===== config.mk =====
export PLATFORM = sky130hd
export DESIGN_NAME = rleStreamDecoder
export DESIGN_NICKNAME = d
export VERILOG_FILES = /design/src/rtl/rleDecPkg.sv /design/src/rtl/rleDecCtrl.sv /design/src/rtl/rleDecPath.sv /design/src/rtl/rleStreamDecoder.sv
export SDC_FILE = /design/constraint.sdc
export NUM_CORES = 1
export LEC_CHECK = 0
export BUFFER_PORTS_ARGS = -buffer_cell sky130_fd_sc_hd__buf_4
export CORE_ASPECT_RATIO = 0.9
export CORE_UTILIZATION = 63
export DETAILED_ROUTE_END_ITERATION = 16
export PLACE_DENSITY = 0.86
export SLEW_MARGIN = 20
export SYNTH_ARGS = -nofsm -noshare
export SYNTH_HDL_FRONTEND = slang
export SYNTH_HIERARCHICAL = 1
export SYNTH_SLANG_ARGS = --single-unit

===== constraint.sdc =====
create_clock -name clk -period 11.7 [get_ports clk]
set_input_delay 2.34 -clock clk [delete_from_list [all_inputs] [get_ports clk]]
set_output_delay 2.34 -clock clk [all_outputs]
set_load 0.02 [all_outputs]

===== src/rtl/rleDecPkg.sv =====
package rleDecPkg;
  localparam int LOW_W    = 32;
  localparam int NIB_W    = 4;
  localparam int SLICE_N  = 8;
  localparam int SLOT_N   = SLICE_N + 1;
  localparam int DEV_W    = LOW_W + NIB_W;
  localparam int CHAN_W   = DEV_W - 2;
  localparam int RUN_BIT  = CHAN_W;
  localparam int FLAG_BIT = CHAN_W + 1;
  localparam int OUT_W    = 40;
  localparam int RUN_W    = DEV_W + 2;
  localparam int IDX_W    = $clog2(SLICE_N);
  localparam int SLOT_W   = $clog2(SLOT_N);

  typedef enum logic [1:0] {ST_IDLE, ST_FILL, ST_DRAIN, ST_DONE} phase_t;
  typedef enum logic {RLE_DATA, RLE_LEN} rle_t;

  typedef struct packed {
    logic              clear;
    logic              capture;
    logic [SLOT_W-1:0] slot;
    logic              decode;
    logic [IDX_W-1:0]  idx;
    logic              pad;
    logic              emit;
  } strobe_t;
endpackage


===== src/rtl/rleDecCtrl.sv =====
module rleDecCtrl
  import rleDecPkg::*;
#(
  parameter int CNT_W   = 16,
  parameter int LIMIT_W = 32
) (
  input  logic               clk,
  input  logic               rstN,
  input  logic               start,
  input  logic [CNT_W-1:0]   wordCount,
  input  logic [LIMIT_W-1:0] sampleLimit,
  input  logic               inValid,
  input  logic               outReady,
  input  logic               runPending,
  output logic               inReady,
  output logic               outValid,
  output logic               done,
  output strobe_t            stb
);
  localparam int IDXSUM_W = CNT_W + IDX_W + 1;

  phase_t             phase;
  logic [SLOT_W-1:0]  slot;
  logic [SLOT_W-1:0]  dIdx;
  logic [CNT_W-1:0]   sliceCnt;
  logic [CNT_W-1:0]   wordsReg;
  logic [LIMIT_W-1:0] limitReg;
  logic [LIMIT_W-1:0] sampleCnt;

  logic [CNT_W:0]     sliceTotal;
  logic [IDXSUM_W-1:0] devIdx;
  logic limitHit, noSlices, lastSlice, padWord;
  logic inFire, outFire, decodeW, sliceEnd;

  assign sliceTotal = ({1'b0, wordsReg} + (CNT_W + 1)'(SLICE_N - 1)) >> IDX_W;
  assign devIdx     = {1'b0, sliceCnt, {IDX_W{1'b0}}} + IDXSUM_W'(dIdx);
  assign padWord    = devIdx >= IDXSUM_W'(wordsReg);
  assign limitHit   = sampleCnt >= limitReg;
  assign noSlices   = sliceTotal == '0;
  assign lastSlice  = ({1'b0, sliceCnt} + 1'b1) == sliceTotal;

  assign inReady  = (phase == ST_FILL) && !limitHit && !noSlices;
  assign inFire   = inReady && inValid;
  assign outValid = (phase == ST_DRAIN) && runPending && !limitHit;
  assign outFire  = outValid && outReady;
  assign decodeW  = (phase == ST_DRAIN) && !runPending && !limitHit
                    && (dIdx < SLOT_W'(SLICE_N));
  assign sliceEnd = (phase == ST_DRAIN) && !runPending && !limitHit
                    && (dIdx == SLOT_W'(SLICE_N));
  assign done     = phase == ST_DONE;

  always_comb begin
    stb         = '0;
    stb.clear   = start;
    stb.capture = inFire;
    stb.slot    = slot;
    stb.decode  = decodeW;
    stb.idx     = dIdx[IDX_W-1:0];
    stb.pad     = padWord;
    stb.emit    = outFire;
  end

  always_ff @(posedge clk or negedge rstN) begin
    if (!rstN) begin
      phase     <= ST_IDLE;
      slot      <= '0;
      dIdx      <= '0;
      sliceCnt  <= '0;
      wordsReg  <= '0;
      limitReg  <= '0;
      sampleCnt <= '0;
    end else if (start) begin
      phase     <= ST_FILL;
      slot      <= '0;
      dIdx      <= '0;
      sliceCnt  <= '0;
      sampleCnt <= '0;
      wordsReg  <= wordCount;
      limitReg  <= sampleLimit;
    end else begin
      if (outFire) sampleCnt <= sampleCnt + 1'b1;
      case (phase)
        ST_FILL: begin
          if (limitHit || noSlices) begin
            phase <= ST_DONE;
          end else if (inFire) begin
            if (slot == SLOT_W'(SLICE_N)) begin
              slot  <= '0;
              dIdx  <= '0;
              phase <= ST_DRAIN;
            end else begin
              slot <= slot + 1'b1;
            end
          end
        end
        ST_DRAIN: begin
          if (limitHit) begin
            phase <= ST_DONE;
          end else if (decodeW) begin
            dIdx <= dIdx + 1'b1;
          end else if (sliceEnd) begin
            sliceCnt <= sliceCnt + 1'b1;
            phase    <= lastSlice ? ST_DONE : ST_FILL;
          end
        end
        default: ;
      endcase
    end
  end

  a_r8_limit_bound: assert property (@(posedge clk) disable iff (!rstN)
    (phase != ST_IDLE) |-> (sampleCnt <= limitReg));

  a_r11_done_holds: assert property (@(posedge clk) disable iff (!rstN)
    (done && !start) |=> done);

  a_r7_one_side: assert property (@(posedge clk) disable iff (!rstN)
    !(inReady && outValid));

  a_r3_slot_range: assert property (@(posedge clk) disable iff (!rstN)
    inFire |-> (slot <= SLOT_W'(SLICE_N)));
endmodule


===== src/rtl/rleDecPath.sv =====
module rleDecPath
  import rleDecPkg::*;
(
  input  logic             clk,
  input  logic             rstN,
  input  strobe_t          stb,
  input  logic [LOW_W-1:0] inData,
  output logic [OUT_W-1:0] outData,
  output logic             runPending
);
  logic [SLICE_N-1:0][LOW_W-1:0] lowBuf;
  logic [LOW_W-1:0]              nibWord;
  logic [SLICE_N-1:0][DEV_W-1:0] rebuilt;
  logic [DEV_W-1:0]              word;
  logic [CHAN_W-1:0]             curSample;
  logic [RUN_W-1:0]              runLeft;
  rle_t                          rle;

  always_ff @(posedge clk or negedge rstN) begin
    if (!rstN) begin
      lowBuf  <= '0;
      nibWord <= '0;
    end else if (stb.capture) begin
      for (int k = 0; k < SLICE_N; k++) begin
        if (stb.slot == SLOT_W'(k)) lowBuf[k] <= inData;
      end
      if (stb.slot == SLOT_W'(SLICE_N)) nibWord <= inData;
    end
  end

  for (genvar g = 0; g < SLICE_N; g++) begin : gRebuild
    assign rebuilt[g] = {nibWord[LOW_W-1-NIB_W*g -: NIB_W], lowBuf[g]};
  end

  assign word = rebuilt[stb.idx];

  always_ff @(posedge clk or negedge rstN) begin
    if (!rstN) begin
      rle       <= RLE_DATA;
      runLeft   <= '0;
      curSample <= '0;
    end else if (stb.clear) begin
      rle     <= RLE_DATA;
      runLeft <= '0;
    end else if (stb.decode && !stb.pad) begin
      if (rle == RLE_DATA) begin
        curSample <= word[CHAN_W-1:0];
        runLeft   <= RUN_W'(word[RUN_BIT]) + RUN_W'(1);
        rle       <= word[FLAG_BIT] ? RLE_LEN : RLE_DATA;
      end else begin
        runLeft <= runLeft + {1'b0, word, 1'b0};
        rle     <= RLE_DATA;
      end
    end else if (stb.emit) begin
      runLeft <= runLeft - 1'b1;
    end
  end

  assign runPending = (rle == RLE_DATA) && (runLeft != '0);
  assign outData    = {{(OUT_W - CHAN_W){1'b0}}, curSample};

  a_r5_len_returns: assert property (@(posedge clk) disable iff (!rstN)
    (stb.decode && !stb.pad && !stb.clear && rle == RLE_LEN) |=> (rle == RLE_DATA));

  a_r9_pad_silent: assert property (@(posedge clk) disable iff (!rstN)
    (stb.decode && stb.pad && !stb.clear) |=> ($stable(runLeft) && $stable(rle) && $stable(curSample)));

  a_r4_emit_step: assert property (@(posedge clk) disable iff (!rstN)
    (stb.emit && !stb.clear) |=> (runLeft == $past(runLeft) - 1'b1));

  a_r4_no_emit_idle: assert property (@(posedge clk) disable iff (!rstN)
    stb.emit |-> runPending);
endmodule


===== src/rtl/rleStreamDecoder.sv =====
module rleStreamDecoder
  import rleDecPkg::*;
#(
  parameter int CNT_W   = 16,
  parameter int LIMIT_W = 32
) (
  input  logic               clk,
  input  logic               rstN,
  input  logic               start,
  input  logic [CNT_W-1:0]   wordCount,
  input  logic [LIMIT_W-1:0] sampleLimit,
  input  logic [LOW_W-1:0]   inData,
  input  logic               inValid,
  output logic               inReady,
  output logic [OUT_W-1:0]   outData,
  output logic               outValid,
  input  logic               outReady,
  output logic               done
);
  strobe_t stb;
  logic    runPending;

  rleDecCtrl #(.CNT_W(CNT_W), .LIMIT_W(LIMIT_W)) uCtrl (
    .clk(clk), .rstN(rstN), .start(start), .wordCount(wordCount),
    .sampleLimit(sampleLimit), .inValid(inValid), .outReady(outReady),
    .runPending(runPending), .inReady(inReady), .outValid(outValid),
    .done(done), .stb(stb)
  );

  rleDecPath uPath (
    .clk(clk), .rstN(rstN), .stb(stb), .inData(inData),
    .outData(outData), .runPending(runPending)
  );

  a_r7_hold_beat: assert property (@(posedge clk) disable iff (!rstN)
    (outValid && !outReady && !start) |=> (outValid && $stable(outData)));

  a_r11_done_quiet: assert property (@(posedge clk) disable iff (!rstN)
    done |-> (!inReady && !outValid));

  a_r6_top_zero: assert property (@(posedge clk) disable iff (!rstN)
    outValid |-> (outData[OUT_W-1:CHAN_W] == '0));
endmodule


==> results.md <==
Die:
- In this run the horizontal extent of the chip is 214 microns.
- The floorplan has 69 rows.
- From bottom edge to top edge, the die measures between 150 and 200 microns.
- The die area is roughly 41000 sq um.
- The initial core utilization is about 64%.
- 128 I/O pins were placed.
- In this run the standard cell core region covers between 30000 and 40000 sq um.

Synth:
- The flop and latch count out of synthesis is 467.
- The largest area contributor in the netlist is sky130_fd_sc_hd__dfrtp_1.
- Ranked by total cell area, the synthesized netlist is headed by sky130_fd_sc_hd__dfrtp_1 46%, sky130_fd_sc_hd__mux2_2 16%, sky130_fd_sc_hd__mux4_2 6.3%, sky130_fd_sc_hd__ha_1 4.6%, sky130_fd_sc_hd__xor2_1 2.6%.
- The gate count after technology mapping is 2196.
- Sequential cells were found to cover about 46% of the synthesized design area.
- Yosys printed 6 warnings.
- Yosys mapped a number of flops with a built-in enable equal to 0.
- The leading register cell type out of synthesis is sky130_fd_sc_hd__dfrtp_1.
- After synthesis, the netlist uses between 80 and 90 different library cells.
- The post-synthesis average cell area is around 12 sq um.
- In the synthesized netlist the async set-or-reset flop fraction comes to 100%.
- The share of synthesized area in the top cell type comes to about 46%.
- Summing every instance area after synthesis gives roughly 26000 sq um.

Drt:
- After detailed routing, the number of vias per cell comes to around 6.4.
- The first routing iteration left 1500 violations.
- The routed wire length is 64500 microns.
- The routed wirelength normalized by instance count is about 23 microns.
- The first TritonRoute pass finished after 7 iterations.
- After detailed routing, the number of remaining DRC violations is 0.
- The count of nets left with antenna violations after detail routing is 0.
- Summing over every cut layer, the via total after detailed routing is 18200.

Pwr:
- The highest ir drop seen on vdd is between 0.15 and 0.2 mV.
- The total design power is approximately 0.0042 W.
- Summed over all cells, the static leakage comes to roughly 13 nW.
- For this design the ratio of total power to cell area is about 150 nW/um^2.

Clocking:
- In this run, post-CTS repair resized a total of 0 instances.
- After clock tree synthesis, the clock-pin slew on the worst setup and hold paths is roughly 0.07 ns.
- Counting along the longest clock path gives a buffer depth of 3.
- Clock tree synthesis found a total of approximately 470 sinks.
- The number of setup buffers added after CTS is 0.
- The later-pin clock latency in the skew report is 0.62 ns.
- In this run, post-CTS hold repair placed 0 buffers.
- The number of buffers created by CTS is 47.
- The CTS tree is done.
- The H-tree was split into 2 levels.
- The tree is rooted in a sky130_fd_sc_hd__clkbuf_16.

Worst setup path:
- The maximum single-stage delay on the critical path is between 0.7 and 0.8 ns.
- The signal on the critical path passes through nor4_1 -> nand4_1 -> nor4_1 -> nand2_1 -> nor2_1 -> a21oi_1 -> and3_1 -> buf_4.
- The critical path startpoint category is a flip-flop.
- The signal arrival time at the worst endpoint is around 3.8 ns.
- At the worst endpoint, the required time is roughly 9.4 ns.
- STA classifies the critical path endpoint as an output pin.
- The highest net fanout along the worst path is 5.
- The slowest cell on the critical path is sky130_fd_sc_hd__nor4_1.
- The critical path in this run is classified as flip-flop to output pin.
- In this design, the critical path's most frequently occurring cell is sky130_fd_sc_hd__nor4_1.

STA:
- Measured against its own limit, the worst slew margin works out to 26.2%.
- The smallest clock period supported by the final layout is computed as about 6.1 ns.
- Setup violations remaining at the end of the flow were counted as 0.
- The number of hold violations in the final report is 0.
- The total count of max-transition violations in the final report was 0.
- The maximum operating frequency is between 150 and 200 MHz.
- The transition time of the tightest slew-check pin is between 1 and 1.5 ns.
- Setup repair after global routing left no endpoint under its margin.
- The final total negative setup slack is 0 ns.
- The worst path uses 52.2% of the clock period.
- The setup skew after layout is 0.0382 ns.

Final layout:
- The utilization after layout is 71.6%.
- From synthesis to final layout, the design area changed by 11.4%.
- The leading cell type in the layout, fill and taps excluded is sky130_fd_sc_hd__dfrtp_1.
- In the final layout, the share of cells above drive strength 1 is 30.3%.
- The filler cells instantiated in the layout total about 2700.
- The library cells used most frequently in the layout, excluding fill and tap cells, are 464 x sky130_fd_sc_hd__dfrtp_1, 360 x sky130_fd_sc_hd__mux2_2, 137 x sky130_fd_sc_hd__buf_4.
- The count of inserted antenna diode cells is 0.
- In the final design database the tool counted around 2400 nets.

GRT:
- Global routing consumed, over all layers together, 31.9% of the routing resources.
- The sum of overflow across all layers after global routing is 0.
- The maximum number of pins on one net before global-route repair is between 150 and 200.
- The via count of the first global-routing pass is between 15000 and 20000.
- The number of antenna violations at the first check in global routing came to 0.
- The first global-routing pass estimated 103000 microns of wire.

Outcome:
- The flow ran to the end, and the final reports show no timing, DRC or antenna violations.

Job:
- The reported max-cap violation count is 0.

Placed design:
- In this run the tool buffered the top-level ports with approximately 120 buffer cells.
- Routability-driven placement finished with a final weighted congestion of 0.972.
- The wire-length estimate of the detail-placed layout is between 40000 and 50000 microns.

Hold path:
- The classification of the worst-slack hold path is flip-flop to flip-flop.
[cell usage after synthesis, drive strengths merged, types with 6 or more instances]
library cell / instances
dfrtp: 467
mux2: 360
nor2: 138
nand2: 137
o21ai: 94
ha: 93
clkbuf: 87
a21oi: 76
xor2: 76
xnor2: 75
inv: 73
mux4: 72
nand4: 50
buf: 41
nor3: 40
nand3: 39
a21o: 34
and3: 20
nand2b: 19
o22ai: 19
nor4: 16
a211oi: 15
a31oi: 12
nor2b: 12
or3: 11
a22oi: 8
and4: 8
or4: 7
and2: 6
mux2i: 6
[logic make-up after synthesis]
| kind of cell | after synthesis | share of synthesized area, % |
|---|---|---|
| AOI/OAI and AO/OA | 316 | 7.89 |
| xor gates and xnor gates | 151 | 5.18 |
| adders and majority gates | 94 | 4.63 |
| buffers and inverters | 201 | 3.28 |
| DFF | 467 | 45.7 |
| muxes | 438 | 22.5 |
| other | 1 | 0.0147 |
| and+or+nand+nor | 528 | 10.8 |
[sequential cells by signal, indices dropped and copies added (netlist names)]
| signal | flops |
|---|---|
| uPath/rle | 1 |
| uPath/curSample | 34 |
| uCtrl/limitReg | 32 |
| uCtrl/dIdx | 4 |
| uCtrl/sliceCnt | 16 |
| uCtrl/slot | 4 |
| uPath/lowBuf | 256 |
| uPath/runLeft | 38 |
| uPath/nibWord | 32 |
| uCtrl/wordsReg | 16 |
| uCtrl/phase | 2 |
| uCtrl/sampleCnt | 32 |
[final timing paths]
path,from,to,slack (ns),cells after the start
setup / recovery,uPath/runLeft[9],outValid,5.60,8
hold / removal,uPath/lowBuf[60],uPath/lowBuf[60],0.50,1
max in group asynchronous,rstN,uPath/curSample[0],7.69,3
min in group asynchronous,rstN,uCtrl/sliceCnt[11],1.76,1
hold reg to reg,uPath/lowBuf[60],uPath/lowBuf[60],0.50,1
setup reg to reg,uCtrl/dIdx[0],uPath/runLeft[35],6.34,13
[metal layers]
metal	part of all wire [%]	wire length, microns	GRT usage (%)	up-vias
li1	-	-	-	8098
met1	41	26600	41.3	9199
met2	48	30900	53.0	719
met3	6.1	3940	5.60	168
met4	4.7	3050	15.6	0
met5	0	0	0	-
[per-stage QoR]
step	setup WS, ns	hold slack (ns)	cell area, sq um	cells
after floorplan	6.87	0.474	25600	2201
after global placement	6.48	0.481	26800	2745
after detailed placement	6.33	0.488	26800	2745
after CTS	5.68	0.504	28500	2833
after global routing	5.47	0.515	28500	2833
final	5.60	0.505	28500	2833
[final cells by class]
type | count | area [sq um] | area share, %
Timing Repair Buffer | 140 | 1080 | 3.81
Multi-Input combinational cell | 1533 | 13100 | 45.9
Clock inverter | 24 | 347 | 1.22
Sequential cell | 467 | 11700 | 41.1
Tap cell | 532 | 666 | 2.34
Clock buffer | 64 | 1320 | 4.64
Inverter | 73 | 274 | 0.963
[critical path: cells and delay by family (launching register included)]
family / cells / cell delay, ns
flops: 1 / 0.44
simple gates: 6 / 2.31
buf+inv: 1 / 0.17
compound gates: 1 / 0.24
[power breakdown]
| group | switching (W) | internal (W) |
|---|---|---|
| combinational | 0.000343 | 0.000342 |
| sequential | 0.000121 | 0.00182 |
| clock | 0.000682 | 0.000938 |
(Power assumes the default switching activity.)
